--- config.mk ---
export PLATFORM = sky130hd
export DESIGN_NAME = chain_bus_requester
export DESIGN_NICKNAME = d
export VERILOG_FILES = /design/src/rtl/bgc_pkg.sv /design/src/rtl/bgc_sync.sv /design/src/rtl/bgc_timer.sv /design/src/rtl/chain_bus_requester.sv
export SDC_FILE = /design/constraint.sdc
export NUM_CORES = 1
export LEC_CHECK = 0
export CORE_AREA = 2 2 44 56
export CTS_CLUSTER_SIZE = 20
export DETAILED_ROUTE_END_ITERATION = 10
export DIE_AREA = 0 0 46 58
export PLACE_DENSITY_LB_ADDON = 0.2
export SKIP_LAST_GASP = 1
export SYNTH_ARGS = -nofsm -noshare
export SYNTH_HDL_FRONTEND = slang
export SYNTH_SLANG_ARGS = --single-unit
--- constraint.sdc ---
create_clock -name clk -period 2.48 [get_ports clk]
set_clock_uncertainty 0.15 [all_clocks]
set_input_delay 0.372 -clock clk [delete_from_list [all_inputs] [get_ports clk]]
set_output_delay 0.372 -clock clk [all_outputs]
set_load 0.02 [all_outputs]
--- src/rtl/bgc_pkg.sv ---
package bgc_pkg;

  typedef enum logic [2:0] {
    ST_IDLE      = 3'd0,
    ST_REQUEST   = 3'd1,
    ST_WAIT_FREE = 3'd2,
    ST_OWN       = 3'd3,
    ST_RELEASE   = 3'd4,
    ST_RST_PULSE = 3'd5
  } bgc_state_t;

  // bit positions of the synchronized input bundle
  localparam int SYN_GNT = 0;
  localparam int SYN_ACK = 1;
  localparam int SYN_AS  = 2;
  localparam int SYN_W   = 3;

endpackage

--- src/rtl/bgc_sync.sv ---
module bgc_sync #(
  parameter int W      = 3,
  parameter int STAGES = 2
) (
  input  logic         clk,
  input  logic         rst,
  input  logic [W-1:0] d,
  output logic [W-1:0] q
);

  logic [STAGES-1:0][W-1:0] pipe;

  for (genvar i = 0; i < STAGES; i++) begin : g_stage
    if (i == 0) begin : g_first
      always_ff @(posedge clk) begin
        if (rst) pipe[0] <= '1;
        else     pipe[0] <= d;
      end
    end else begin : g_next
      always_ff @(posedge clk) begin
        if (rst) pipe[i] <= '1;
        else     pipe[i] <= pipe[i-1];
      end
    end
  end

  assign q = pipe[STAGES-1];

endmodule

--- src/rtl/bgc_timer.sv ---
module bgc_timer #(
  parameter int LEN = 512
) (
  input  logic clk,
  input  logic rst,
  input  logic load,
  input  logic run,
  output logic last
);

  localparam int CW = (LEN > 2) ? $clog2(LEN) : 1;

  logic [CW-1:0] cnt;

  always_ff @(posedge clk) begin
    if (rst)                    cnt <= '0;
    else if (load)              cnt <= CW'(LEN - 1);
    else if (run && cnt != '0)  cnt <= cnt - 1'b1;
  end

  assign last = (cnt == '0);

endmodule

--- src/rtl/chain_bus_requester.sv ---
module chain_bus_requester
  import bgc_pkg::*;
#(
  parameter int SYNC_STAGES = 2,
  parameter int RST_CYCLES  = 512
) (
  input  logic clk,
  input  logic rst,
  input  logic eng_req,
  input  logic eng_done,
  input  logic eng_rst_cmd,
  input  logic grant_in_n,
  input  logic ack_in_n,
  input  logic strobe_in_n,
  output logic req_pull,
  output logic ack_pull,
  output logic grant_out_n,
  output logic owned_pulse,
  output logic owner,
  output logic busrst_pull
);

  bgc_state_t st_q, st_d;

  logic [SYN_W-1:0] raw_in, syn_in;
  logic gnt_s, ack_s, as_s;
  logic tmr_load, tmr_run, tmr_last;

  assign raw_in[SYN_GNT] = grant_in_n;
  assign raw_in[SYN_ACK] = ack_in_n;
  assign raw_in[SYN_AS]  = strobe_in_n;

  bgc_sync #(.W(SYN_W), .STAGES(SYNC_STAGES)) u_sync (
    .clk (clk),
    .rst (rst),
    .d   (raw_in),
    .q   (syn_in)
  );

  assign gnt_s = syn_in[SYN_GNT];
  assign ack_s = syn_in[SYN_ACK];
  assign as_s  = syn_in[SYN_AS];

  always_comb begin
    st_d = st_q;
    unique case (st_q)
      ST_IDLE: begin
        if (eng_rst_cmd)  st_d = ST_RST_PULSE;
        else if (eng_req) st_d = ST_REQUEST;
      end
      ST_REQUEST: begin
        if (!gnt_s) st_d = ST_WAIT_FREE;
      end
      ST_WAIT_FREE: begin
        if (gnt_s)             st_d = ST_REQUEST;
        else if (ack_s && as_s) st_d = ST_OWN;
      end
      ST_OWN: begin
        if (eng_done) st_d = ST_RELEASE;
      end
      ST_RELEASE:   st_d = ST_IDLE;
      ST_RST_PULSE: begin
        if (tmr_last) st_d = ST_IDLE;
      end
      default: st_d = ST_IDLE;
    endcase
  end

  assign tmr_load = (st_q == ST_IDLE) && (st_d == ST_RST_PULSE);
  assign tmr_run  = (st_q == ST_RST_PULSE);

  bgc_timer #(.LEN(RST_CYCLES)) u_timer (
    .clk  (clk),
    .rst  (rst),
    .load (tmr_load),
    .run  (tmr_run),
    .last (tmr_last)
  );

  always_ff @(posedge clk) begin
    if (rst) begin
      st_q        <= ST_IDLE;
      req_pull    <= 1'b0;
      ack_pull    <= 1'b0;
      owner       <= 1'b0;
      owned_pulse <= 1'b0;
      busrst_pull <= 1'b0;
      grant_out_n <= 1'b1;
    end else begin
      st_q        <= st_d;
      req_pull    <= (st_d == ST_REQUEST) || (st_d == ST_WAIT_FREE);
      ack_pull    <= (st_d == ST_OWN);
      owner       <= (st_d == ST_OWN);
      owned_pulse <= (st_d == ST_OWN) && (st_q != ST_OWN);
      busrst_pull <= (st_d == ST_RST_PULSE);
      grant_out_n <= ((st_d == ST_IDLE) || (st_d == ST_RST_PULSE)) ? gnt_s : 1'b1;
    end
  end

endmodule

# Word level (Yosys, flattened, before mapping)
# Index checks and enable logic that the tools add are counted.
totals:
  ff_bits: 23
  in_bits: 8
  word_cells: 42
classes:
  addsub: 1
  n_eq_ne: 9
  muxes: 10
  n_bitwise: 1
  reduce_logical: 12
op_table:
  columns: ["cell", "count"]
  rows:
  - ["$mux 3", 7]
  - ["$mux 9", 2]
  - ["$pmux 3 s5", 1]
  - ["$eq 3x2->1 const B", 4]
  - ["$logic_not 9->1", 1]
  - ["$reduce_bool 9->1", 1]
  - ["$sub 9x1->9 const B", 1]
  - ["$eq 3x1->1 const B", 2]
  - ["$eq 3x3->1 const B", 2]
  - ["$logic_not 3->1", 2]
  - ["$logic_and 1x1->1", 4]
  - ["$ne 3x2->1 const B", 1]
  - ["$logic_or 1x1->1", 2]
  - ["$reduce_bool 2->1", 1]
  - ["$reduce_or 2->1", 1]
  - ["$not 1->1", 1]

# Longest topological paths before layout
depth:
  ltp_word: 8
  depth_mapped: 7
  ltp_nobuf: 6

# By module
# Synthesis repeated with hierarchy kept, for this count alone.
unflattened:
  cells_unflattened: 113
  area_unflattened_um2: 1077.3
modules_own_cells:
  columns: ["module", "instances", "cells_per_inst", "area_per_inst_um2"]
  rows:
  - ["bgc_timer", 1, 55, 466.7]
  - ["chain_bus_requester", 1, 43, 430.4]
  - ["bgc_sync", 1, 15, 180.2]

# Worst setup path after synthesis
# Ideal clock, no wire load.
synth_timing:
  path_kind: "register -> register"
  from: "register u_timer.cnt[0]"
  to: "register grant_out_n"
  setup_time_ns: 0.121
  arrival_time_ns: 1.976
  required_time_ns: 2.209
  slack_ns: 0.233
  stages_incl_launch_ff: 8
  n_path_buf: 1
  synth_period_minus_slack_ns: 2.247
  path_cell_list: "dfxtp_1 inv_1 ha_1 or4b_1 o21a_4 buf_6 a2111o_1 mux2_4"
synth_between:
  elab_chain_len: 7
synth_rtl:
  columns: ["item", "line", "rtl"]
  rows:
  - ["start, declared", "bgc_timer.sv:13", "logic [CW-1:0] cnt;"]
  - ["start signal, assigned", "bgc_timer.sv:17", "else if (load) cnt <= CW'(LEN - 1);"]
  - ["start signal, assigned", "bgc_timer.sv:18", "else if (run && cnt != '0) cnt <= cnt - 1'b1;"]
  - ["$logic_not 9->1 (*)", "bgc_timer.sv:21", "assign last = (cnt == '0);"]
  - ["$mux 3 (*)", "chain_bus_requester.sv:63", "if (tmr_last) st_d = ST_IDLE;"]
  - ["$pmux 3 s5 (*)", "chain_bus_requester.sv:46", "unique case (st_q)"]
  - ["$eq 3x3->1 / $logic_not 3->1 (equally long branches)", "chain_bus_requester.sv:96", "grant_out_n <= ((st_d == ST_IDLE) || (st_d == ST_RST_PULSE)) ? gnt_s : 1'b1;"]
  - ["$logic_or 1x1->1 (*)", "chain_bus_requester.sv:96", null]
  - ["$not 1->1 (no line) (*)", null, null]
  - ["$reduce_or 2->1 (no line) (*)", null, null]
  - ["end signal, assigned", "chain_bus_requester.sv:96", null]
  - ["end, declared", "chain_bus_requester.sv:17", "output logic grant_out_n,"]
# Every way passes the cells marked *; elsewhere a longest branch is shown, timed or not.
# A chain may end at the register's enable or synchronous reset.

# Worst setup path after layout
# Same ends and word-level chain as after synthesis.

==> metrics.txt <==
status=finished, final reports clean; critical path type=reg -> reg; Slew HR=between 70% and 80%; final WL=roughly 1.9 mm; Die Ht=between 50 and 60 um; hpwl dp=1.44 mm; clock sinks=23; Slew Viols, Final=0; P_leak=0.466 nW; setup TNS=0 ns; most common cell after layout, fill and taps aside=dfxtp_1; post-synthesis compound-gate area fraction=18.3%; H-tree levels=1; Min-Delay Path Class=reg -> reg; max cap viols=0; Hold Worst Slack=between 0.2 and 0.3 ns; CORE AREA=2140 um^2; VDD IR max=364 uV; Synth Area in Adders=2.35%; DR pass1 iterations=4; placed instance area=roughly 1200 um^2; sw power=218 uW; FF-to-FF setup slack=0.20 ns; worst hold path depth=1; via-per-instance ratio=5.79; Pint=541 uW; Worst-path clk slew=0.12 ns; first-pass GRT wire length=3.30 mm; Die Area=2670 um^2; Initial Util=roughly half; fin cells=141; TritonCTS buffer count=3; area delta synth->final=15.4%; setup repair bufs after CTS=0; Design Area, Final=1230 um^2; Synth Area in Simple Gates=between 20% and 30%; Multi-input gate area=544 um^2; final hold violation count=0; clock share of power=about 22%; Arrival @ worst endpoint=2.33 ns; I/O Pins=14; Final Critical Period=2.28 ns; chip width=46 um; worst skew pair latency=0.30 ns; sw frac=28.7%; DR vias=816; Reg2Reg Launch Point=u_timer.cnt[0]$_SDFFE_PP0P_; placed cell count=about 140; Mapped Nets=118; R2R Path End=grant_out_n$_SDFF_PP1_; Fill cells=196; Yosys warnings=0; Yosys cell types=41; I/O Buffers=13; largest net degree at the start of global routing=23; final setup violation count=0; final net count=131; register area share after synthesis=43.2%; GP Congestion=0.844; Cell Area, Synth=1070 um^2; number of synthesized flops with an enable pin=0; worst hold endpoint=u_sync.q[0]$_SDFF_PP1_; 1st-iter DRT viols=17; RSZ-0062 raised after global routing=false; worst reg2reg path depth=6; number of global-route vias before repair=around 780; worst hold start=u_sync.pipe[0]$_SDFF_PP1_; PD cells=617 nW/um^2; GRT overflow=0; fmax=439 MHz; most frequent cells in the layout=dfxtp_1, clkdlybuf4s50_1, a21oi_1, or2_2; worst-path fanout max=11; CTS resizes=0; syn avg cell area=9.87 um^2; asr flop ratio synth=0%; CTS tree=done; routed length per placed instance=13.7 um; Seq pwr share=56.4%; Post-Synth XOR/XNOR Area=under 10%; FP Rows=19; Primary FF master, synth=dfxtp_1; Combinational Power Share=about 22%; antenna violations before repair=0; fraction of layout cells with a size suffix above 1=20.0%; ANT cells=0; Root Buffer=clkbuf_4; CTS Hold Bufs=0; worst-margin pin slew=a little over 0.4 ns; Final period util=91.8%; Mapped Cells=108; #FFs+latches synth=23; crit end category=register; sequential cell area=460 um^2; ANT nets after route=0; CP required=2.53 ns; Startpoint Class=register; Pwr Total=between 700 and 800 uW; mux share of post-synthesis cell area=~6.3%; DRC=0; largest family of logic cells by synthesized area=simple AND/OR/NAND/NOR gates; CTS Buffer Depth=2; gr usage total=between 10% and 20%
==> registers in the layout (all words and copies together), names as in the netlist <==
signal and flops:
u_sync.q 3, u_timer.cnt 9, owned_pulse 1, grant_out_n 1, st_q 3, owner 1, u_sync.pipe 3, busrst_pull 1
req_pull 1
==> layer usage <==
| metal | part of all wire, % | GRT usage [%] | vias to the layer above |
|---|---|---|---|
| li1 | - | - | 416 |
| met1 | 44 | 20.0 | 386 |
| met2 | 52 | 26.6 | 10 |
| met3 | 2.4 | 3.43 | 4 |
| met4 | 1.8 | 10.6 | 0 |
| met5 | 0 | 0 | - |
==> power by group through the flow <==
stage	clock (mW)	combinational (mW)	sequential [mW]
after floorplan	0	0.121	0.431
after global placement	0	0.161	0.435
after detailed placement	0	0.166	0.436
after CTS	0.176	0.167	0.428
after global routing	0.190	0.183	0.435
final	0.165	0.165	0.428
==> Yosys cell counts, drive strengths merged, types with 2 or more instances <==
| library cell | instances | area, um^2 |
|---|---|---|
| or2 | 7 | 43.8 |
| or4b | 2 | 20.0 |
| a2111o | 2 | 22.5 |
| mux2i | 3 | 30.0 |
| a31oi | 3 | 18.8 |
| nor2b | 2 | 12.5 |
| or4 | 4 | 32.5 |
| nand3 | 2 | 10.0 |
| o31ai | 3 | 22.5 |
| xor2 | 2 | 17.5 |
| a311oi | 2 | 17.5 |
| mux2 | 3 | 37.5 |
| nand2 | 2 | 7.51 |
| dfxtp | 23 | 460 |
| nor2 | 4 | 15.0 |
| clkbuf | 5 | 18.8 |
| inv | 5 | 18.8 |
| o2111ai | 2 | 17.5 |
| nor3 | 5 | 25.0 |
| ha | 2 | 25.0 |
| a21oi | 7 | 35.0 |
| buf | 3 | 23.8 |
| nand2b | 2 | 12.5 |
==> logic make-up (layout without fill, tap and decap cells) <==
logic type	Yosys count	in the layout
compound gates	24	24
simple gates	37	37
fa+ha+maj	2	2
flops	23	23
buf+inv	13	25
xor+xnor	3	3
mux	6	6
==> layout make-up <==
cell class / count / share of cell area, %
Multi-Input combinational cell: 72 / 44.3
Timing Repair Buffer: 16 / 12.4
Inverter: 5 / 1.53
Clock inverter: 1 / 0.407
Tap cell: 21 / 2.14
Clock buffer: 3 / 1.83
Sequential cell: 23 / 37.4
==> critical path, cell delays in order (launching register included) <==
cell and delay, ns:
dfxtp_1 0.37, inv_1 0.10, ha_1 0.14, or4b_1 0.53
o21a_4 0.29, a2111o_1 0.34, mux2_4 0.25
==> stage by stage <==
step | setup WS, ns | util [%]
floorplan | 0.233 | -
global placement | 0.273 | 56.2
detailed placement | 0.233 | 56.2
CTS | 0.206 | 57.5
global route | 0.104 | 57.5
finish | 0.203 | 57.5
==> worst max-delay path by stage <==
stage,start,end,slack [ns]
6_report,u_timer.cnt[0]$_SDFFE_PP0P_,grant_out_n$_SDFF_PP1_,0.20
5_1_grt,u_timer.cnt[0]$_SDFFE_PP0P_,grant_out_n$_SDFF_PP1_,0.10
2_1_floorplan,u_timer.cnt[0]$_SDFFE_PP0P_,grant_out_n$_SDFF_PP1_,0.23
4_1_cts,u_timer.cnt[0]$_SDFFE_PP0P_,grant_out_n$_SDFF_PP1_,0.21
3_5_place_dp,u_timer.cnt[0]$_SDFFE_PP0P_,grant_out_n$_SDFF_PP1_,0.23
3_3_place_gp,eng_rst_cmd,grant_out_n$_SDFF_PP1_,0.27
Note: power is estimated with default switching activity, not from simulation.
